**src/rtl/acc_core_pkg.sv**
```systemverilog
package acc_core_pkg;

    localparam int OPC_W = 2;

    typedef enum logic [OPC_W-1:0] {
        OP_NOP = 2'b00,
        OP_ADD = 2'b01,
        OP_SAC = 2'b10,
        OP_JCC = 2'b11
    } opcode_e;

    typedef enum logic [1:0] {
        ST_FETCH = 2'd0,
        ST_EXEC  = 2'd1,
        ST_ACCUM = 2'd2
    } state_e;

endpackage

```
**src/rtl/acc_core_decode.sv**
```systemverilog
module acc_core_decode
    import acc_core_pkg::*;
#(
    parameter int DATA_W = 8,
    parameter int ADDR_W = DATA_W - OPC_W
) (
    input  logic [DATA_W-1:0] instr_i,
    input  logic              carry_i,
    output opcode_e           op_o,
    output logic [ADDR_W-1:0] operand_o,
    output logic              jump_o
);

    // opcode sits in the top bits, direct address in the rest
    always_comb begin
        op_o      = opcode_e'(instr_i[DATA_W-1 -: OPC_W]);
        operand_o = instr_i[ADDR_W-1:0];
        jump_o    = (op_o == OP_JCC) && !carry_i;
    end

endmodule

```
**src/rtl/acc_core_adder.sv**
```systemverilog
module acc_core_adder #(
    parameter int W = 8
) (
    input  logic [W-1:0] a_i,
    input  logic [W-1:0] b_i,
    output logic [W-1:0] sum_o,
    output logic         cout_o
);

    logic [W:0] chain;

    assign chain[0] = 1'b0;

    // ripple chain, one full adder per bit
    for (genvar i = 0; i < W; i++) begin : g_bit
        assign sum_o[i]     = a_i[i] ^ b_i[i] ^ chain[i];
        assign chain[i + 1] = (a_i[i] & b_i[i]) | (chain[i] & (a_i[i] ^ b_i[i]));
    end

    assign cout_o = chain[W];

    always_comb begin
        assert_add_wide_R3: assert ({cout_o, sum_o} == ({1'b0, a_i} + {1'b0, b_i}))
            else $error("adder result mismatch");
    end

endmodule

```
**src/rtl/acc_core_stepctl.sv**
```systemverilog
module acc_core_stepctl (
    input  logic clk,
    input  logic rst_n,
    input  logic step_i,
    input  logic consume_i,
    output logic go_o
);

    typedef struct packed {
        logic prev;
        logic pend;
    } step_regs_t;

    step_regs_t s_d, s_q;
    logic       edge_seen;

    always_comb begin
        edge_seen = step_i && !s_q.prev;
        go_o      = s_q.pend || edge_seen;
        s_d.prev  = step_i;
        if (consume_i) begin
            s_d.pend = 1'b0;
        end else begin
            s_d.pend = go_o;
        end
    end

    always_ff @(posedge clk or negedge rst_n) begin
        if (!rst_n) begin
            s_q <= '0;
        end else begin
            s_q <= s_d;
        end
    end

    // a held step level never re-arms a request
    assert_held_step_quiet_R8: assert property (@(posedge clk) disable iff (!rst_n)
        (consume_i && s_q.prev && step_i) |=> !s_q.pend)
        else $error("held step re-armed a request");

endmodule

```
**src/rtl/acc_core.sv**
```systemverilog
module acc_core
    import acc_core_pkg::*;
#(
    parameter int DATA_W = 8,
    localparam int ADDR_W = DATA_W - OPC_W
) (
    input  logic              clk,
    input  logic              rst_n,
    input  logic              run_i,
    input  logic              step_i,
    output logic [ADDR_W-1:0] mem_addr_o,
    output logic [DATA_W-1:0] mem_wdata_o,
    output logic              mem_we_o,
    input  logic [DATA_W-1:0] mem_rdata_i,
    output logic              halted_o,
    output logic [ADDR_W-1:0] pc_o,
    output logic [DATA_W-1:0] acc_o,
    output logic              carry_o
);

    typedef struct packed {
        state_e            st;
        logic [ADDR_W-1:0] pc;
        logic [DATA_W-1:0] acc;
        logic              cy;
    } core_regs_t;

    core_regs_t r_d, r_q;

    opcode_e           dec_op;
    logic [ADDR_W-1:0] dec_operand;
    logic              dec_jump;
    logic [DATA_W-1:0] add_sum;
    logic              add_cout;
    logic              step_go;
    logic              consume;
    logic [ADDR_W-1:0] pc_inc;

    acc_core_decode #(.DATA_W(DATA_W), .ADDR_W(ADDR_W)) u_decode (
        .instr_i   (mem_rdata_i),
        .carry_i   (r_q.cy),
        .op_o      (dec_op),
        .operand_o (dec_operand),
        .jump_o    (dec_jump)
    );

    acc_core_adder #(.W(DATA_W)) u_adder (
        .a_i    (r_q.acc),
        .b_i    (mem_rdata_i),
        .sum_o  (add_sum),
        .cout_o (add_cout)
    );

    acc_core_stepctl u_stepctl (
        .clk       (clk),
        .rst_n     (rst_n),
        .step_i    (step_i),
        .consume_i (consume),
        .go_o      (step_go)
    );

    always_comb begin
        r_d         = r_q;
        pc_inc      = r_q.pc + 1'b1;
        mem_addr_o  = r_q.pc;
        mem_wdata_o = r_q.acc;
        mem_we_o    = 1'b0;
        consume     = 1'b0;
        case (r_q.st)
            ST_FETCH: begin
                if (run_i || step_go) begin
                    consume = 1'b1;
                    r_d.st  = ST_EXEC;
                end
            end
            ST_EXEC: begin
                r_d.st = ST_FETCH;
                case (dec_op)
                    OP_NOP: r_d.pc = pc_inc;
                    OP_ADD: begin
                        mem_addr_o = dec_operand;
                        r_d.st     = ST_ACCUM;
                    end
                    OP_SAC: begin
                        mem_addr_o = dec_operand;
                        mem_we_o   = 1'b1;
                        r_d.acc    = '0;
                        r_d.cy     = 1'b0;
                        r_d.pc     = pc_inc;
                    end
                    OP_JCC: r_d.pc = dec_jump ? dec_operand : pc_inc;
                    default: r_d.pc = pc_inc;
                endcase
            end
            ST_ACCUM: begin
                r_d.acc = add_sum;
                r_d.cy  = add_cout;
                r_d.pc  = pc_inc;
                r_d.st  = ST_FETCH;
            end
            default: r_d.st = ST_FETCH;
        endcase
        halted_o = (r_q.st == ST_FETCH) && !run_i && !step_go;
        pc_o     = r_q.pc;
        acc_o    = r_q.acc;
        carry_o  = r_q.cy;
    end

    always_ff @(posedge clk or negedge rst_n) begin
        if (!rst_n) begin
            r_q <= '{st: ST_FETCH, pc: '0, acc: '0, cy: 1'b0};
        end else begin
            r_q <= r_d;
        end
    end

    assert_idle_hold_R7: assert property (@(posedge clk) disable iff (!rst_n)
        halted_o |=> ($stable(pc_o) && $stable(acc_o) && $stable(carry_o)))
        else $error("state moved while halted");

    assert_store_clears_R4: assert property (@(posedge clk) disable iff (!rst_n)
        mem_we_o |=> (acc_o == '0 && !carry_o))
        else $error("store did not clear accumulator");

    assert_single_write_R9: assert property (@(posedge clk) disable iff (!rst_n)
        mem_we_o |=> !mem_we_o)
        else $error("write strobe longer than one clock");

    assert_jump_taken_R5: assert property (@(posedge clk) disable iff (!rst_n)
        (r_q.st == ST_EXEC && dec_op == OP_JCC && !carry_o) |=> (pc_o == $past(dec_operand)))
        else $error("jump with carry clear not taken");

    assert_nop_quiet_R6: assert property (@(posedge clk) disable iff (!rst_n)
        (r_q.st == ST_EXEC && dec_op == OP_NOP) |=> ($stable(acc_o) && $stable(carry_o)))
        else $error("no-op changed accumulator or carry");

    assert_step_start_R8: assert property (@(posedge clk) disable iff (!rst_n)
        (r_q.st == ST_FETCH && step_go) |=> (r_q.st == ST_EXEC))
        else $error("step request did not start an instruction");

endmodule

```
**config.mk**
```make
export PLATFORM = sky130hd
export DESIGN_NAME = acc_core
export DESIGN_NICKNAME = d
export VERILOG_FILES = /design/src/rtl/acc_core_pkg.sv /design/src/rtl/acc_core_decode.sv /design/src/rtl/acc_core_adder.sv /design/src/rtl/acc_core_stepctl.sv /design/src/rtl/acc_core.sv
export SDC_FILE = /design/constraint.sdc
export NUM_CORES = 1
export LEC_CHECK = 0
export BUFFER_PORTS_ARGS = -buffer_cell sky130_fd_sc_hd__buf_4
export CORE_ASPECT_RATIO = 0.5
export CORE_MARGIN = 5
export CORE_UTILIZATION = 51
export CTS_BUF_LIST = sky130_fd_sc_hd__clkbuf_8 sky130_fd_sc_hd__clkbuf_16
export CTS_CLUSTER_DIAMETER = 120
export DETAILED_ROUTE_END_ITERATION = 10
export GPL_TIMING_DRIVEN = 1
export PLACE_DENSITY = 0.9
export SKIP_LAST_GASP = 1
export SYNTH_ARGS = -nofsm -noshare
export SYNTH_HDL_FRONTEND = slang
export SYNTH_SLANG_ARGS = --single-unit
```
**constraint.sdc**
```tcl
create_clock -name clk -period 4.3 [get_ports clk]
set_input_delay 0.43 -clock clk [delete_from_list [all_inputs] [get_ports clk]]
set_output_delay 0.43 -clock clk [all_outputs]
set_load 0.1 [all_outputs]
```
==> summary.txt <==
Status
  • Status: completed

Yosys
  • Top cells by area, synth: dfrtp_1 33%, buf_4 11%, fa_1 9.6%
  • Area of the mapped netlist: 0.00146 sq mm
  • Seq/Total Area, Yosys: 32.6%
  • Share of the synthesized area in the top cell type: 32.6%
  • Post-synth top cells: 22 x buf_4, 22 x nand2_1, 20 x inv_1, 19 x dfrtp_1, 18 x o21ai_0
  • FFs w/ async S/R, synth: 100%
  • Post-synth net total: 190
  • Mapped Cells: 162
  • Distinct cells, synth: 32
  • Synth Register Bits: 19
  • Syn. warnings: 0
  • Syn Area/Cell: 8.99 sq um
  • Synth area leader: dfrtp_1
  • Post-synth EDFFs: 0
  • Top_reg_cell synth: dfrtp_1

Critical path
  • Top cell by count, worst path: fa_1
  • Worst setup EP type: flip-flop
  • Crit path max-delay cell type: dfrtp_1
  • Critical Path RT: 4.47 ns
  • Critical-path cell list: ha_1 -> inv_1 -> fa_1 -> fa_1 -> fa_1 -> fa_1 -> fa_1 -> inv_1 -> fa_1 -> inv_1 -> fa_1 -> nand2b_1 -> o21ai_0
  • CP startpoint: acc_o[0]$_DFFE_PN0P_
  • Crit start category: flip-flop
  • Max FO, Critical Path: 4
  • CP arrival: 3.87 ns
  • CP max stage delay: 0.41 ns
  • WS Path Type: reg2reg
  • Reg2reg start: acc_o[0]$_DFFE_PN0P_

Clock tree
  • H-tree depth: 1
  • Clock tree from TritonCTS: built
  • CTS Sinks: 19
  • # Post-CTS Setup Buffers: 0
  • TritonCTS buffer count: 3
  • Latest clock arrival within the worst-skew pair: 0.26 ns
  • Clock root buffer: clkbuf_8
  • Post-CTS Resized: 0
  • Post-CTS Hold Buffers: 0
  • CTS Buffer Depth: 2
  • Clk pin slew, worst setup/hold paths: 0.07 ns

Floorplan
  • Die Wd: 85.6 um
  • Io pins: 43
  • Core ar.: 0.00267 sq mm
  • Row cnt: 13
  • Die area: 0.00409 sq mm
  • Die H: 47.8 um
  • Initial Util: 54.6%

Finish
  • Multi-input gate area: 713 sq um
  • Area grow syn2layout: 14.9%
  • Layout cells sized above 1: 27.5%
  • Register area: 475 sq um
  • Net count, final: 211
  • Fillers: 220
  • N_diodes: 0

Timing
  • RSZ-0062 raised after global routing: false
  • Worst-Margin Slew: 0.665 ns
  • Final Hold Fails: 0
  • Sum of negative setup slack: 0 ns
  • Max-slew headroom: 55.5%
  • Max Slew Vio Count: 0
  • Clock Skew: 0.00337 ns
  • Tcrit/Tclk final: 86.1%
  • Min Tclk post-route: 3.70 ns
  • # setup viols final: 0
  • Max Freq: 0.270 GHz

Global routing
  • Initial antenna violation count: 0
  • GRT Util Overall: 14.9%
  • First-pass GRT wire length: 4.59 mm
  • Largest net degree at the start of global routing: 20
  • Number of global-route vias before repair: 1001
  • Total gr overflow: 0

Route
  • Initial DRC count: 45
  • Via Count: 1094
  • Remaining DRCs: 0
  • First-pass detailed-route iteration total: 4
  • Via/cell ratio: 5.00
  • WL/cell: 13.7 um
  • WL final: 3.00 mm
  • Final ANT Viol Nets: 0

Job
  • Max Cap Violations: 0

Min path
  • Hold crit path type: in2async

Placement
  • Final Wtd Congestion: 0.849
  • Detailed placement HPWL: 2.33 mm
  • Port Buf Inserts: 42
## registers in the layout, summed over array words and instances (netlist names)
register / count
acc_o: 8
pc_o: 6
r_q: 2
u_stepctl.s_q: 2
carry_o: 1
## worst max-delay path: cells and delay by family (launching register included)
| family | cells | cell delay, ns |
|---|---|---|
| buffers and inverters | 3 | 0.19 |
| adders and majority gates | 8 | 2.69 |
| AOI/OAI and AO/OA | 1 | 0.18 |
| DFF | 1 | 0.41 |
| and+or+nand+nor | 1 | 0.14 |
## layer usage
| layer | wire length, um | track usage, % | vias up |
|---|---|---|---|
| li1 | - | - | 541 |
| met5 | 0 | 0 | - |
| met4 | 14 | 5.36 | 0 |
| met2 | 1420 | 26.4 | 37 |
| met1 | 1370 | 18.1 | 514 |
| met3 | 190 | 4.47 | 2 |
## cell type report
cell class	instances	share of cell area [%]
inverters	21	4.71
multi-input cells	96	42.6
repair buffers	42	18.8
well taps	37	2.77
clock buffers	3	2.47
flip-flops and latches	19	28.4
clock inverters	1	0.224
## cell families (layout without fill, tap and decap cells)
| family | count (synthesis) | after routing | share of synthesized area, % |
|---|---|---|---|
| fa+ha+maj | 16 | 16 | 17.4 |
| buf+inv | 47 | 67 | 18.4 |
| simple gates | 46 | 46 | 15.6 |
| flops | 19 | 19 | 32.6 |
| mux | 3 | 3 | 2.15 |
| compound gates | 31 | 31 | 13.8 |
## path summary, 6_finish.rpt
path | slack [ns] | end | cells after the start
worst min register to register | 0.53 | u_stepctl.s_q[0]$_DFF_PN0_ | 2
worst max-delay path | 0.60 | acc_o[7]$_DFFE_PN0P_ | 13
worst max register to register | 0.60 | acc_o[7]$_DFFE_PN0P_ | 13
worst min-delay path | 0.04 | pc_o[2]$_DFFE_PN0P_ | 1
max in group asynchronous | 4.06 | acc_o[7]$_DFFE_PN0P_ | 1
min in group clk | 0.28 | u_stepctl.s_q[1]$_DFF_PN0_ | 1
## per-stage QoR
| stage | cells | setup WS (ns) | util [%] | hold slack, ns | area [sq um] |
|---|---|---|---|---|---|
| global route | 219 | 0.442 | 62.8 | 0.0433 | 1670 |
| floorplan | 162 | 0.747 | - | 0.134 | 1460 |
| CTS | 219 | 0.590 | 62.8 | 0.0383 | 1670 |
| global placement | 215 | 0.680 | 61.1 | 0.318 | 1630 |
| finish | 219 | 0.597 | 62.8 | 0.0351 | 1670 |
| detailed placement | 215 | 0.551 | 61.1 | 0.322 | 1630 |
## cell usage in the layout (no fill, tap or decap), drive strengths merged, types with 5 or more instances in the layout
master   n
dfrtp   19
nand2b   7
nand2   22
inv     22
nor2     5
a21oi    5
buf     42
fa       7
o21ai   19
ha       9
Power is not shown: default switching activity piles up to over one toggle a cycle in this logic, so the estimate is an artifact.
